==> src/rtl/wdt_pkg.sv <==
package wdt_pkg;

   // register select on the one-bit write address
   typedef enum logic {
      WDT_REG_MODE = 1'b0,
      WDT_REG_KEY  = 1'b1
   } wdt_reg_e;

   // events decoded from one bus write
   typedef struct packed {
      logic clr;   // restart the count
      logic viol;  // protocol violation, request reset
   } wdt_evt_t;

   localparam logic [7:0] WDT_KEY_DEFAULT = 8'hAC;

   // period decoder variants
   localparam int WDT_TERM_SHIFT = 0;
   localparam int WDT_TERM_TABLE = 1;

endpackage

==> src/rtl/wdt_regif.sv <==
module wdt_regif
   import wdt_pkg::*;
#(
   parameter int                DATA_W = 8,
   parameter int                SEL_W  = 3,
   parameter logic [DATA_W-1:0] KEY    = DATA_W'(WDT_KEY_DEFAULT)
) (
   input  logic              clk,
   input  logic              rst_n,
   input  logic              wr_en,
   input  logic              wr_addr,
   input  logic [DATA_W-1:0] wr_data,
   output logic [SEL_W-1:0]  sel,
   output logic              locked,
   output wdt_evt_t          evt
);

   logic mode_wr;
   logic key_wr;
   logic key_ok;

   assign mode_wr = wr_en && (wdt_reg_e'(wr_addr) == WDT_REG_MODE);
   assign key_wr  = wr_en && (wdt_reg_e'(wr_addr) == WDT_REG_KEY);
   assign key_ok  = (wr_data == KEY);

   always_comb begin
      evt.clr  = mode_wr | (key_wr & key_ok);
      evt.viol = (mode_wr & locked) | (key_wr & ~key_ok);
   end

   // period code: written once, then frozen until reset
   always_ff @(posedge clk or negedge rst_n) begin
      if (!rst_n) begin
         sel    <= '1;
         locked <= 1'b0;
      end else if (mode_wr && !locked) begin
         sel    <= wr_data[SEL_W-1:0];
         locked <= 1'b1;
      end
   end

endmodule

==> src/rtl/wdt_term.sv <==
module wdt_term
   import wdt_pkg::*;
#(
   parameter int CNT_W     = 18,
   parameter int SEL_W     = 3,
   parameter int MIN_EXP   = 11,
   parameter int TERM_IMPL = WDT_TERM_SHIFT
) (
   input  logic [SEL_W-1:0] sel,
   output logic [CNT_W-1:0] term
);

   localparam int NCODES = 1 << SEL_W;

   if (TERM_IMPL == WDT_TERM_TABLE) begin : g_table
      logic [CNT_W-1:0] tab [NCODES];
      for (genvar gi = 0; gi < NCODES; gi++) begin : g_ent
         assign tab[gi] = CNT_W'((64'd1 << (MIN_EXP + gi)) - 64'd1);
      end
      assign term = tab[sel];
   end else begin : g_shift
      logic [CNT_W:0] pw;
      assign pw   = (CNT_W+1)'(1) << (MIN_EXP + int'(sel));
      assign term = CNT_W'(pw - (CNT_W+1)'(1));
   end

endmodule

==> src/rtl/wdt_count.sv <==
module wdt_count #(
   parameter int CNT_W = 18
) (
   input  logic             clk,
   input  logic             rst_n,
   input  logic             tick,
   input  logic             clr,
   input  logic [CNT_W-1:0] term,
   output logic [CNT_W-1:0] cnt,
   output logic             wrap
);

   logic at_term;

   assign at_term = (cnt == term);
   assign wrap    = tick & ~clr & at_term;

   always_ff @(posedge clk or negedge rst_n) begin
      if (!rst_n) begin
         cnt <= '0;
      end else if (clr) begin
         cnt <= '0;
      end else if (tick) begin
         cnt <= at_term ? '0 : cnt + CNT_W'(1);
      end
   end

endmodule

==> src/rtl/keyed_wdt.sv <==
module keyed_wdt
   import wdt_pkg::*;
#(
   parameter int                DATA_W    = 8,
   parameter int                SEL_W     = 3,
   parameter int                MIN_EXP   = 11,
   parameter int                CNT_W     = 18,
   parameter int                TERM_IMPL = WDT_TERM_SHIFT,
   parameter logic [DATA_W-1:0] KEY       = DATA_W'(WDT_KEY_DEFAULT)
) (
   input  logic              clk,
   input  logic              rst_n,
   input  logic              wr_en,
   input  logic              wr_addr,
   input  logic [DATA_W-1:0] wr_data,
   input  logic              lo_tick,
   input  logic              stop_mode,
   output logic              rst_req
);

   localparam int MAX_EXP = MIN_EXP + (1 << SEL_W) - 1;

   if (MAX_EXP != CNT_W) begin : g_bad_width
      $error("keyed_wdt: CNT_W must equal MIN_EXP + 2**SEL_W - 1");
   end
   if (SEL_W < 1 || SEL_W > DATA_W) begin : g_bad_sel
      $error("keyed_wdt: SEL_W must lie in 1..DATA_W");
   end
   if (CNT_W > 63 || MIN_EXP < 1) begin : g_bad_exp
      $error("keyed_wdt: period exponents out of range");
   end
   if (TERM_IMPL != WDT_TERM_SHIFT && TERM_IMPL != WDT_TERM_TABLE) begin : g_bad_impl
      $error("keyed_wdt: unknown TERM_IMPL");
   end

   logic [SEL_W-1:0] sel;
   logic             locked;
   wdt_evt_t         evt;
   logic [CNT_W-1:0] term;
   logic [CNT_W-1:0] cnt;
   logic             wrap;
   logic             req_q;

   // stop mode is deliberately not routed anywhere: the timer never halts
   logic unused_stop;
   assign unused_stop = stop_mode;

   wdt_regif #(
      .DATA_W (DATA_W),
      .SEL_W  (SEL_W),
      .KEY    (KEY)
   ) u_regif (
      .clk     (clk),
      .rst_n   (rst_n),
      .wr_en   (wr_en),
      .wr_addr (wr_addr),
      .wr_data (wr_data),
      .sel     (sel),
      .locked  (locked),
      .evt     (evt)
   );

   wdt_term #(
      .CNT_W     (CNT_W),
      .SEL_W     (SEL_W),
      .MIN_EXP   (MIN_EXP),
      .TERM_IMPL (TERM_IMPL)
   ) u_term (
      .sel  (sel),
      .term (term)
   );

   wdt_count #(
      .CNT_W (CNT_W)
   ) u_count (
      .clk   (clk),
      .rst_n (rst_n),
      .tick  (lo_tick),
      .clr   (evt.clr),
      .term  (term),
      .cnt   (cnt),
      .wrap  (wrap)
   );

   // single-cycle request; an event right after a pulse folds into it
   always_ff @(posedge clk or negedge rst_n) begin
      if (!rst_n) begin
         req_q <= 1'b0;
      end else begin
         req_q <= req_q ? 1'b0 : (wrap | evt.viol);
      end
   end

   assign rst_req = req_q;

endmodule

==> config.mk <==
export PLATFORM = sky130hd
export DESIGN_NAME = keyed_wdt
export DESIGN_NICKNAME = d
export VERILOG_FILES = /design/src/rtl/wdt_pkg.sv /design/src/rtl/wdt_regif.sv /design/src/rtl/wdt_term.sv /design/src/rtl/wdt_count.sv /design/src/rtl/keyed_wdt.sv
export SDC_FILE = /design/constraint.sdc
export NUM_CORES = 1
export LEC_CHECK = 0
export BUFFER_PORTS_ARGS = -buffer_cell sky130_fd_sc_hd__buf_2
export CORE_ASPECT_RATIO = 0.75
export CORE_MARGIN = 4
export CORE_UTILIZATION = 35
export CTS_BUF_LIST = sky130_fd_sc_hd__clkbuf_16
export DETAILED_ROUTE_END_ITERATION = 6
export SLEW_MARGIN = 20
export SYNTH_ARGS = -nofsm -noshare
export SYNTH_HDL_FRONTEND = slang
export SYNTH_SLANG_ARGS = --single-unit
==> constraint.sdc <==
create_clock -name clk -period 5.3 [get_ports clk]
set_clock_uncertainty 0.2 [all_clocks]
set_input_delay 0.265 -clock clk [delete_from_list [all_inputs] [get_ports clk]]
set_output_delay 0.265 -clock clk [all_outputs]
set_load 0.01 [all_outputs]
Yosys cells after proc, flatten, opt, wreduce, memory -nomap -nowiden

Index checks and enable logic that the tools add are counted.
W data, S select, Z words.

Register bits after elaboration: 23
Logic and storage cells: 30

Reduce and logical (&&, ||, !) cells: 5
Add/sub/neg operators: 3
Equal/unequal tests: 2
Shift-type cells: 1
Muxes and demuxes: 4
Bitwise operators: 11

Operators with widths:

| operator                | number |
|---|---|
| $mux W18                | 3 |
| $shl A1 B32 Y18 const A | 1 |
| $add A18 B1 Y18 const B | 1 |
| $eq A18 B18 Y1          | 1 |
| $sub A18 B1 Y18 const B | 1 |
| $eq A8 B8 Y1 const B    | 1 |
| $add A4 B3 Y5 const A   | 1 |
| $and A1 B1 Y1           | 5 |
| $logic_and A1 B1 Y1     | 3 |
| $not A1 Y1              | 3 |
| $or A1 B1 Y1            | 3 |
| $reduce_bool A2 Y1      | 1 |
| $logic_not A1 Y1        | 1 |
| $mux W1                 | 1 |

Longest topological paths before layout

Gate-level depths: netlist of run 1.

Word-level depth: 8
Gate-level depth with buffers: 16
Gate-level depth less buffers: 13

Modules after synthesis

Synthesis of run 1 repeated with hierarchy kept, for this count alone.

Cell total of the unflattened synthesis: 230
Area, all modules: 1936.9 sq um

By module, submodules not included:

| module    | cells an instance | area an instance (sq um) | seq. area each (sq um) | instances |
|---|---|---|---|---|
| wdt_count | 137               | 1193.6                   | 450.4                  | 1 |
| wdt_term  | 74                | 479.2                    | 0.0                    | 1 |
| wdt_regif | 17                | 229.0                    | 103.8                  | 1 |
| keyed_wdt | 2                 | 35.0                     | 25.0                   | 1 |

Least setup slack after synthesis of run 1

Ideal clock, no wire load.

Path kind: reg2reg
Start: register u_regif.sel[0]
End: register req_q, in the netlist rst_req
Clock period less this slack: 3688 ps
Setup slack: 1612 ps
Arrival: 3411 ps
Data required time: 5023 ps
Stages on the path, launching flop included: 16
Cells stage by stage: dfstp_2 -> buf_4 -> nor2_1 -> inv_1 -> ha_1 -> buf_6 -> nor3b_4 -> nand2_1 -> ha_1 -> clkbuf_1 -> o41ai_1 -> mux2i_1 -> nor3_1 -> nand4_2 -> or4_1 -> a21oi_1

Word-level cells in the longest chain between the ends: 7

RTL lines:

| what                   | line            | source |
|---|---|---|
| start, declared        | wdt_regif.sv:13 | `output logic [SEL_W-1:0] sel,` |
| start signal, assigned | wdt_regif.sv:37 | `sel <= wr_data[SEL_W-1:0];` |
| $add A4 B3 Y5          | wdt_term.sv:23  | `assign pw = (CNT_W+1)'(1) << (MIN_EXP + int'(sel));` |
| $shl A1 B32 Y18        | wdt_term.sv:23  |  |
| $sub A18 B1 Y18        | wdt_term.sv:24  | `assign term = CNT_W'(pw - (CNT_W+1)'(1));` |
| $eq A18 B18 Y1         | wdt_count.sv:15 | `assign at_term = (cnt == term);` |
| $and A1 B1 Y1          | wdt_count.sv:16 | `assign wrap = tick & ~clr & at_term;` |
| $or A1 B1 Y1           | keyed_wdt.sv:90 | `req_q <= req_q ? 1'b0 : (wrap \| evt.viol);` |
| $mux W1                | keyed_wdt.sv:90 |  |
| end signal, assigned   | keyed_wdt.sv:90 |  |
| end, declared          | keyed_wdt.sv:42 | `logic req_q;` |

No other way between the ends.
A chain may end at the register's enable or synchronous reset.

Worst setup path after layout of run 1

Start: register u_regif.sel[0]
End: register u_count.cnt[3]

Word-level cells in the longest chain between the ends: 7

RTL lines:

| what                 | line            | source |
|---|---|---|
| $add A4 B3 Y5        | wdt_term.sv:23  |  |
| $shl A1 B32 Y18      | wdt_term.sv:23  |  |
| $sub A18 B1 Y18      | wdt_term.sv:24  |  |
| $eq A18 B18 Y1       | wdt_count.sv:15 |  |
| $mux W18             | wdt_count.sv:24 | `cnt <= at_term ? '0 : cnt + CNT_W'(1);` |
| $mux W18             | wdt_count.sv:23 | `end else if (tick) begin` |
| $mux W18             | wdt_count.sv:21 | `end else if (clr) begin` |
| end signal, assigned | wdt_count.sv:24 |  |
| end, declared        | wdt_count.sv:9  | `output logic [CNT_W-1:0] cnt,` |

No other way between the ends. The select of a mux whose other input is x is not followed.

==> flow_summary.yaml, run 1 <==
placed_design:
  port_buffers: 13
  dp_hpwl_mm: 3.51
  gp_congestion: 0.836
worst_setup_path:
  r2r_slack_ps: 780
  arrival_ps: 4430
  r2r_start: "u_regif.sel[0]"
  crit_end: "u_count.cnt[3]"
  setup.worst_path.end_class: "flop"
  timing.setup.critical_path_class: "flop to flop"
  cp_data_required_time_ps: 5210
  reg2regPathDepth: 13
  r2r-end: "u_count.cnt[3]"
  startpoint: "u_regif.sel[0]"
  critPathLaunchType: "flop"
  critPathMaxFanout: 21
grt:
  global_route.usage.total_pct: 14.9
  grt_start_max_net_pins: 24
  globalRoute.totalOverflow: 0
  grt_antenna_before_repair: 0
  grt_pass1_vias: 1571
  wire_length_of_the_first_global_routing_pass_mm: 8.16
yosys:
  synth_warnings: 0
  synthArstFlopShare_pct: 100
  ys_dominant_reg_cell: "sky130_fd_sc_hd__dfrtp_1"
  netlist_instances: 232
  synth-seq-area-share_pct: 29.5
  netlist-cell-type-count: 52
  syn-cell-area_um2: 1960
  syn-mean-instance-area_um2: 8.45
  ys_seq_elements: 23
  synth_edf_count: 0
  synth_nets: 249
drt:
  viasPerCell: 5.57
  wirelength_mm: 4.82
  dr.first_iter.drc_count: 146
  wl_per_cell_um: 15.5
  via_count: 1738
  route.detailed.drc: 0
  ant_nets: 0
  dr.pass1.iters: 4
clock_tree:
  clk_latency_ps: 260
  tritoncts_clock_tree: "done"
  htree_num_levels: 1
  clockRootBuffer: "sky130_fd_sc_hd__clkbuf_16"
  path_clk_slew_ps: 70
  cts_setup_buffers: 0
  numCtsBuffers: 3
  cts.path.max_buffers: 2
  cts.sinks: 23
timing:
  max_clock_freq_mhz: 221
  rsz0062_at_grt: "no"
  final_slew_violations: 0
  finalHoldViolations: 0
  final.period_utilization_pct: 85.4
  finalSetupViolCount: 0
  final_min_period_ps: 4520
  max-slew-margin-rel_pct: 54.6
  worst-slew-pin-transition_ps: 681
  setup-tns-final_ps: 0
die:
  die_width_um: 94.4
  placeable_core_region_um2: 5380
  die_area_um2: 6880
  initial_utilization_pct: 36.4
  io_pins: 15
  die_y_um: 72.8
  floorplan.rows: 23
final_layout:
  final_core_util_pct: 39.8
  num-nets-final: 255
  most_frequent_standard_cell_in_the_layout_excluding_fill_and_tap_cells: "sky130_fd_sc_hd__nand2_1"
  fillers: 558
  antenna_cells: 0
  synthToLayoutAreaGrowth_pct: 9.32
  layout-drive-gt1-share_pct: 13.1
  most-common-layout-cells: "25 x sky130_fd_sc_hd__nand2_1, 20 x sky130_fd_sc_hd__dfrtp_1, 16 x sky130_fd_sc_hd__a21oi_1"
  regArea_um2: 579
  multi_input_comb_area_um2: 1280
run_status:
  status: "complete, no violations"
power_and_ir_drop:
  power_density_nw_per_um2: 231
  vdd_ir_drop_max_mv: 0.167
  static-leakage-power_nw: 0.836
worst_hold_path:
  timing.hold.worst.class: "input pin to flop"
job:
  number_of_max_cap_violations: 0
-- flip-flops by register name, indices dropped and copies added, names as in the netlist --
name and count:
rst_req 1, u_regif.locked 1, u_regif.sel 3, u_count.cnt 18
-- where the power goes --
| part | leakage [nW] | total [W] | internal [W] | switching [W] |
|---|---|---|---|---|
| combinational | 0.505 | 0.000106 | 0.0000498 | 0.0000562 |
| sequential | 0.294 | 0.000218 | 0.000191 | 0.0000269 |
| clock | 0.0371 | 0.000171 | 0.000102 | 0.0000687 |
-- through the flow --
step           cells  hold slack, ps  cell area (µm²)  total power, W  worst slack, ps
2_1_floorplan    232            -231             1960        0.000299             1610
3_3_place_gp     307            73.4             2050        0.000323              849
3_5_place_dp     307            71.9             2050        0.000325              851
4_1_cts          312            27.4             2140        0.000501              804
5_1_grt          312            46.0             2140        0.000526              319
6_report         312            31.4             2140        0.000495              776
-- worst min path at each step --
stage | slack, ps | depth (start not counted) | end | startpoint
2_1_floorplan | -230 | 0 | rst_req | rst_n
3_3_place_gp | 70 | 1 | u_count.cnt[0] | rst_n
3_5_place_dp | 70 | 1 | u_count.cnt[0] | rst_n
4_1_cts | 30 | 3 | u_regif.sel[1] | wr_data[1]
5_1_grt | 50 | 3 | u_regif.sel[1] | wr_data[1]
6_report | 30 | 3 | u_regif.sel[1] | wr_data[1]
-- kinds of logic (layout without fill, tap and decap cells) --
group	Yosys count	after routing	synth area share (%)
AO/OA/AOI/OAI	66	66	23.2
AND/OR/NAND/NOR	94	94	28.3
XOR/XNOR	22	22	9.83
multiplexers	4	4	2.23
buffers and inverters	20	25	5.04
adder cells (fa/ha/maj)	3	3	1.91
flip-flops	23	23	29.5
-- Yosys cell counts, types with 3 or more instances --
library cell / count / share of area [%]
sky130_fd_sc_hd__nand2_1: 25 / 4.8
sky130_fd_sc_hd__dfstp_2: 3 / 4.0
sky130_fd_sc_hd__a22o_1: 5 / 2.2
sky130_fd_sc_hd__buf_2: 4 / 1.0
sky130_fd_sc_hd__inv_1: 6 / 1.1
sky130_fd_sc_hd__o211ai_1: 5 / 1.9
sky130_fd_sc_hd__and3_1: 3 / 0.96
sky130_fd_sc_hd__xnor2_1: 11 / 4.9
sky130_fd_sc_hd__and2_1: 3 / 0.96
sky130_fd_sc_hd__mux2_2: 3 / 1.7
sky130_fd_sc_hd__o41ai_1: 4 / 1.8
sky130_fd_sc_hd__a21oi_1: 16 / 4.1
sky130_fd_sc_hd__or3_1: 5 / 1.6
sky130_fd_sc_hd__nor2b_1: 5 / 1.6
sky130_fd_sc_hd__nand4_1: 9 / 2.9
sky130_fd_sc_hd__nand2b_1: 7 / 2.2
sky130_fd_sc_hd__nor2_1: 7 / 1.3
sky130_fd_sc_hd__dfrtp_1: 20 / 26
sky130_fd_sc_hd__a311oi_1: 3 / 1.3
sky130_fd_sc_hd__or4_1: 3 / 1.1
sky130_fd_sc_hd__a211oi_1: 12 / 4.6
sky130_fd_sc_hd__nand3_1: 4 / 1.0
sky130_fd_sc_hd__buf_4: 3 / 1.1
sky130_fd_sc_hd__o21ai_0: 9 / 2.3
sky130_fd_sc_hd__a211o_1: 3 / 1.3
sky130_fd_sc_hd__nor3_1: 4 / 1.0
sky130_fd_sc_hd__xor2_1: 11 / 4.9
sky130_fd_sc_hd__ha_1: 3 / 1.9
sky130_fd_sc_hd__clkbuf_1: 5 / 0.96
-- what timing repair did --
action                    in CTS  in global routing
hold endpoints to repair      20                  0
hold buffers                   1                  0
gates resized for setup        0                  0
-- cell type report --
class / count / area share (%)
clock buffers: 3 / 3.50
multi-input cells: 189 / 59.8
inverters: 6 / 1.05
clock inverters: 1 / 0.350
well taps: 75 / 4.38
repair buffers: 15 / 3.85
flip-flops and latches: 23 / 27.0
-- worst max-delay path, cell delays in order, from the launching register on --
cell and delay [ps]:
sky130_fd_sc_hd__dfstp_2 760, sky130_fd_sc_hd__nor2_1 150, sky130_fd_sc_hd__inv_1 150, sky130_fd_sc_hd__ha_1 460, sky130_fd_sc_hd__nor3b_4 430, sky130_fd_sc_hd__nand2_1 90
sky130_fd_sc_hd__ha_1 360, sky130_fd_sc_hd__xor2_1 310, sky130_fd_sc_hd__xnor2_1 150, sky130_fd_sc_hd__a21oi_1 80, sky130_fd_sc_hd__o41ai_1 320, sky130_fd_sc_hd__nand4_1 290
sky130_fd_sc_hd__nor2_2 460, sky130_fd_sc_hd__a211oi_1 150
-- routing by layer --
metal	up-vias	part of all wire (%)	global-route usage, %
li1	885	-	-
met1	816	55	24.5
met2	35	41	20.0
met3	2	4.0	2.16
met4	0	0.54	3.37
met5	-	0	0
(Power assumes the default switching activity.)
==> inputs of run 2 (changes only) <==
Settings changed: RECOVER_POWER set to 50.
==> flow_summary.yaml, run 2 (same netlist as run 1, synthesis figures left out) <==
timing:
  setup-tns-final_ps: 0
  rsz0062_at_grt: "no"
  worst-slew-pin-transition_ps: 1240
  final.period_utilization_pct: 85.3
  final_slew_violations: 0
  max_clock_freq_mhz: 221
  max-slew-margin-rel_pct: 17.3
  finalHoldViolations: 0
  final_min_period_ps: 4520
  finalSetupViolCount: 0
die:
  die_width_um: 94.4
  io_pins: 15
  floorplan.rows: 23
  die_y_um: 72.8
  die_area_um2: 6880
  placeable_core_region_um2: 5380
  initial_utilization_pct: 36.4
power_and_ir_drop:
  static-leakage-power_nw: 0.833
  vdd_ir_drop_max_mv: 0.167
  power_density_nw_per_um2: 231
  total_power_w: 0.000495
placed_design:
  gp_congestion: 0.836
  port_buffers: 13
  dp_hpwl_mm: 3.51
worst_setup_path:
  reg2regPathDepth: 13
  critPathMaxFanout: 21
  setup.worst_path.end_class: "flop"
  arrival_ps: 4430
  timing.critical_path.mode_cell: "sky130_fd_sc_hd__ha_1"
  timing.setup.critical_path_class: "flop to flop"
  startpoint: "u_regif.sel[0]"
  cp_slowest_cell: "sky130_fd_sc_hd__dfstp_2"
  r2r_start: "u_regif.sel[0]"
  crit_path_max_incr_delay_ps: 760
  cp_data_required_time_ps: 5210
  critPathLaunchType: "flop"
  timing.critical_path.cells: "nor2_1 -> inv_1 -> ha_1 -> nor3b_4 -> nand2_1 -> ha_1 -> xor2_1 -> xnor2_1 -> a21oi_1 -> o41ai_1 -> nand4_1 -> nor2_2 -> a211oi_1"
grt:
  global_route.usage.total_pct: 14.9
  grt_antenna_before_repair: 0
  grt_start_max_net_pins: 24
  grt_pass1_vias: 1571
  globalRoute.totalOverflow: 0
  wire_length_of_the_first_global_routing_pass_mm: 8.16
worst_hold_path:
  timing.hold.worst.class: "input pin to flop"
  hold_path.startpoint: "wr_data[1]"
  worst_hold_path.num_cells: 3
drt:
  wl_per_cell_um: 15.5
  wire_length_on_met3_um: 202
  via_count: 1741
  viasPerCell: 5.58
  dr.pass1.iters: 4
  met2_length_mm: 1.98
  routed.top_layer: "met4"
  route.detailed.drc: 0
  met1_length_mm: 2.63
  ant_nets: 0
  wirelength_mm: 4.83
  dr.first_iter.drc_count: 146
clock_tree:
  numCtsBuffers: 3
  cts.repair.resized: 0
  cts.path.max_buffers: 2
  holdBufCountCts: 1
  path_clk_slew_ps: 70
  tritoncts_clock_tree: "done"
  htree_num_levels: 1
  clk_latency_ps: 260
  clockRootBuffer: "sky130_fd_sc_hd__clkbuf_16"
  cts.sinks: 23
  cts_setup_buffers: 0
final_layout:
  number_of_flip_flops_in_the_largest_register: 18
  reg.largest.list: "u_count.cnt (18), u_regif.sel (3)"
  antenna_cells: 0
  top_register_by_number_of_flip_flops: "u_count.cnt"
  layout-drive-gt1-share_pct: 12.7
  most-common-layout-cells: "25 x sky130_fd_sc_hd__nand2_1, 20 x sky130_fd_sc_hd__dfrtp_1, 16 x sky130_fd_sc_hd__a21oi_1"
  num-nets-final: 255
  most_frequent_standard_cell_in_the_layout_excluding_fill_and_tap_cells: "sky130_fd_sc_hd__nand2_1"
  synthToLayoutAreaGrowth_pct: 9.25
job:
  number_of_max_cap_violations: 0
run_status:
  status: "complete, no violations"
==> run 2: changes by cell type in the layout (fill, tap and decap cells not counted) <==
cell	before	now
sky130_fd_sc_hd__clkbuf_1	0	1
sky130_fd_sc_hd__buf_2	13	12
==> run 2: final timing paths <==
check	endpoint	slack [ps]
min	u_regif.sel[1]	30
min reg2reg	rst_req	220
max reg2reg	u_count.cnt[3]	780
min in group asynchronous	u_count.cnt[0]	580
max in group asynchronous	u_count.cnt[5]	3570
max	u_count.cnt[3]	780
==> run 2: critical path, delay by kind of cell (launching register included) <==
family,cells,cell delay [ps]
xor+xnor,2,460
buf+inv,1,150
fa+ha+maj,2,820
flops,1,760
simple gates,5,1420
compound gates,3,550
==> run 2: power by group <==
group          switching (W)  internal [W]  total, W  leakage, nW
clock              0.0000690      0.000102  0.000171       0.0371
sequential         0.0000270      0.000191  0.000218        0.294
combinational      0.0000562     0.0000496  0.000106        0.502
==> run 2: layout make-up <==
cell class | count | area [µm²]
fillers | 556 | 3240
multi-input cells | 189 | 1280
repair buffers | 15 | 81.3
inverters | 6 | 22.5
clock buffers | 3 | 75.1
clock inverters | 1 | 7.51
well taps | 75 | 93.8
flip-flops and latches | 23 | 579
==> run 2: stage by stage <==
step | hold slack (ps) | util, % | cell area [µm²] | cells | setup WS, ps
4_1_cts | 27.4 | 39.8 | 2140 | 312 | 804
5_1_grt | 46.0 | 39.8 | 2140 | 312 | 319
2_1_floorplan | -231 | - | 1960 | 232 | 1610
3_5_place_dp | 71.9 | 38.1 | 2050 | 307 | 851
6_report | 31.5 | 39.8 | 2140 | 312 | 780
3_3_place_gp | 73.4 | 38.1 | 2050 | 307 | 849
==> run 2: layer usage <==
metal | up-vias | global-route usage [%]
met4 | 0 | 3.37
met1 | 819 | 24.5
met3 | 2 | 2.16
li1 | 885 | -
met2 | 35 | 20.0
met5 | - | 0
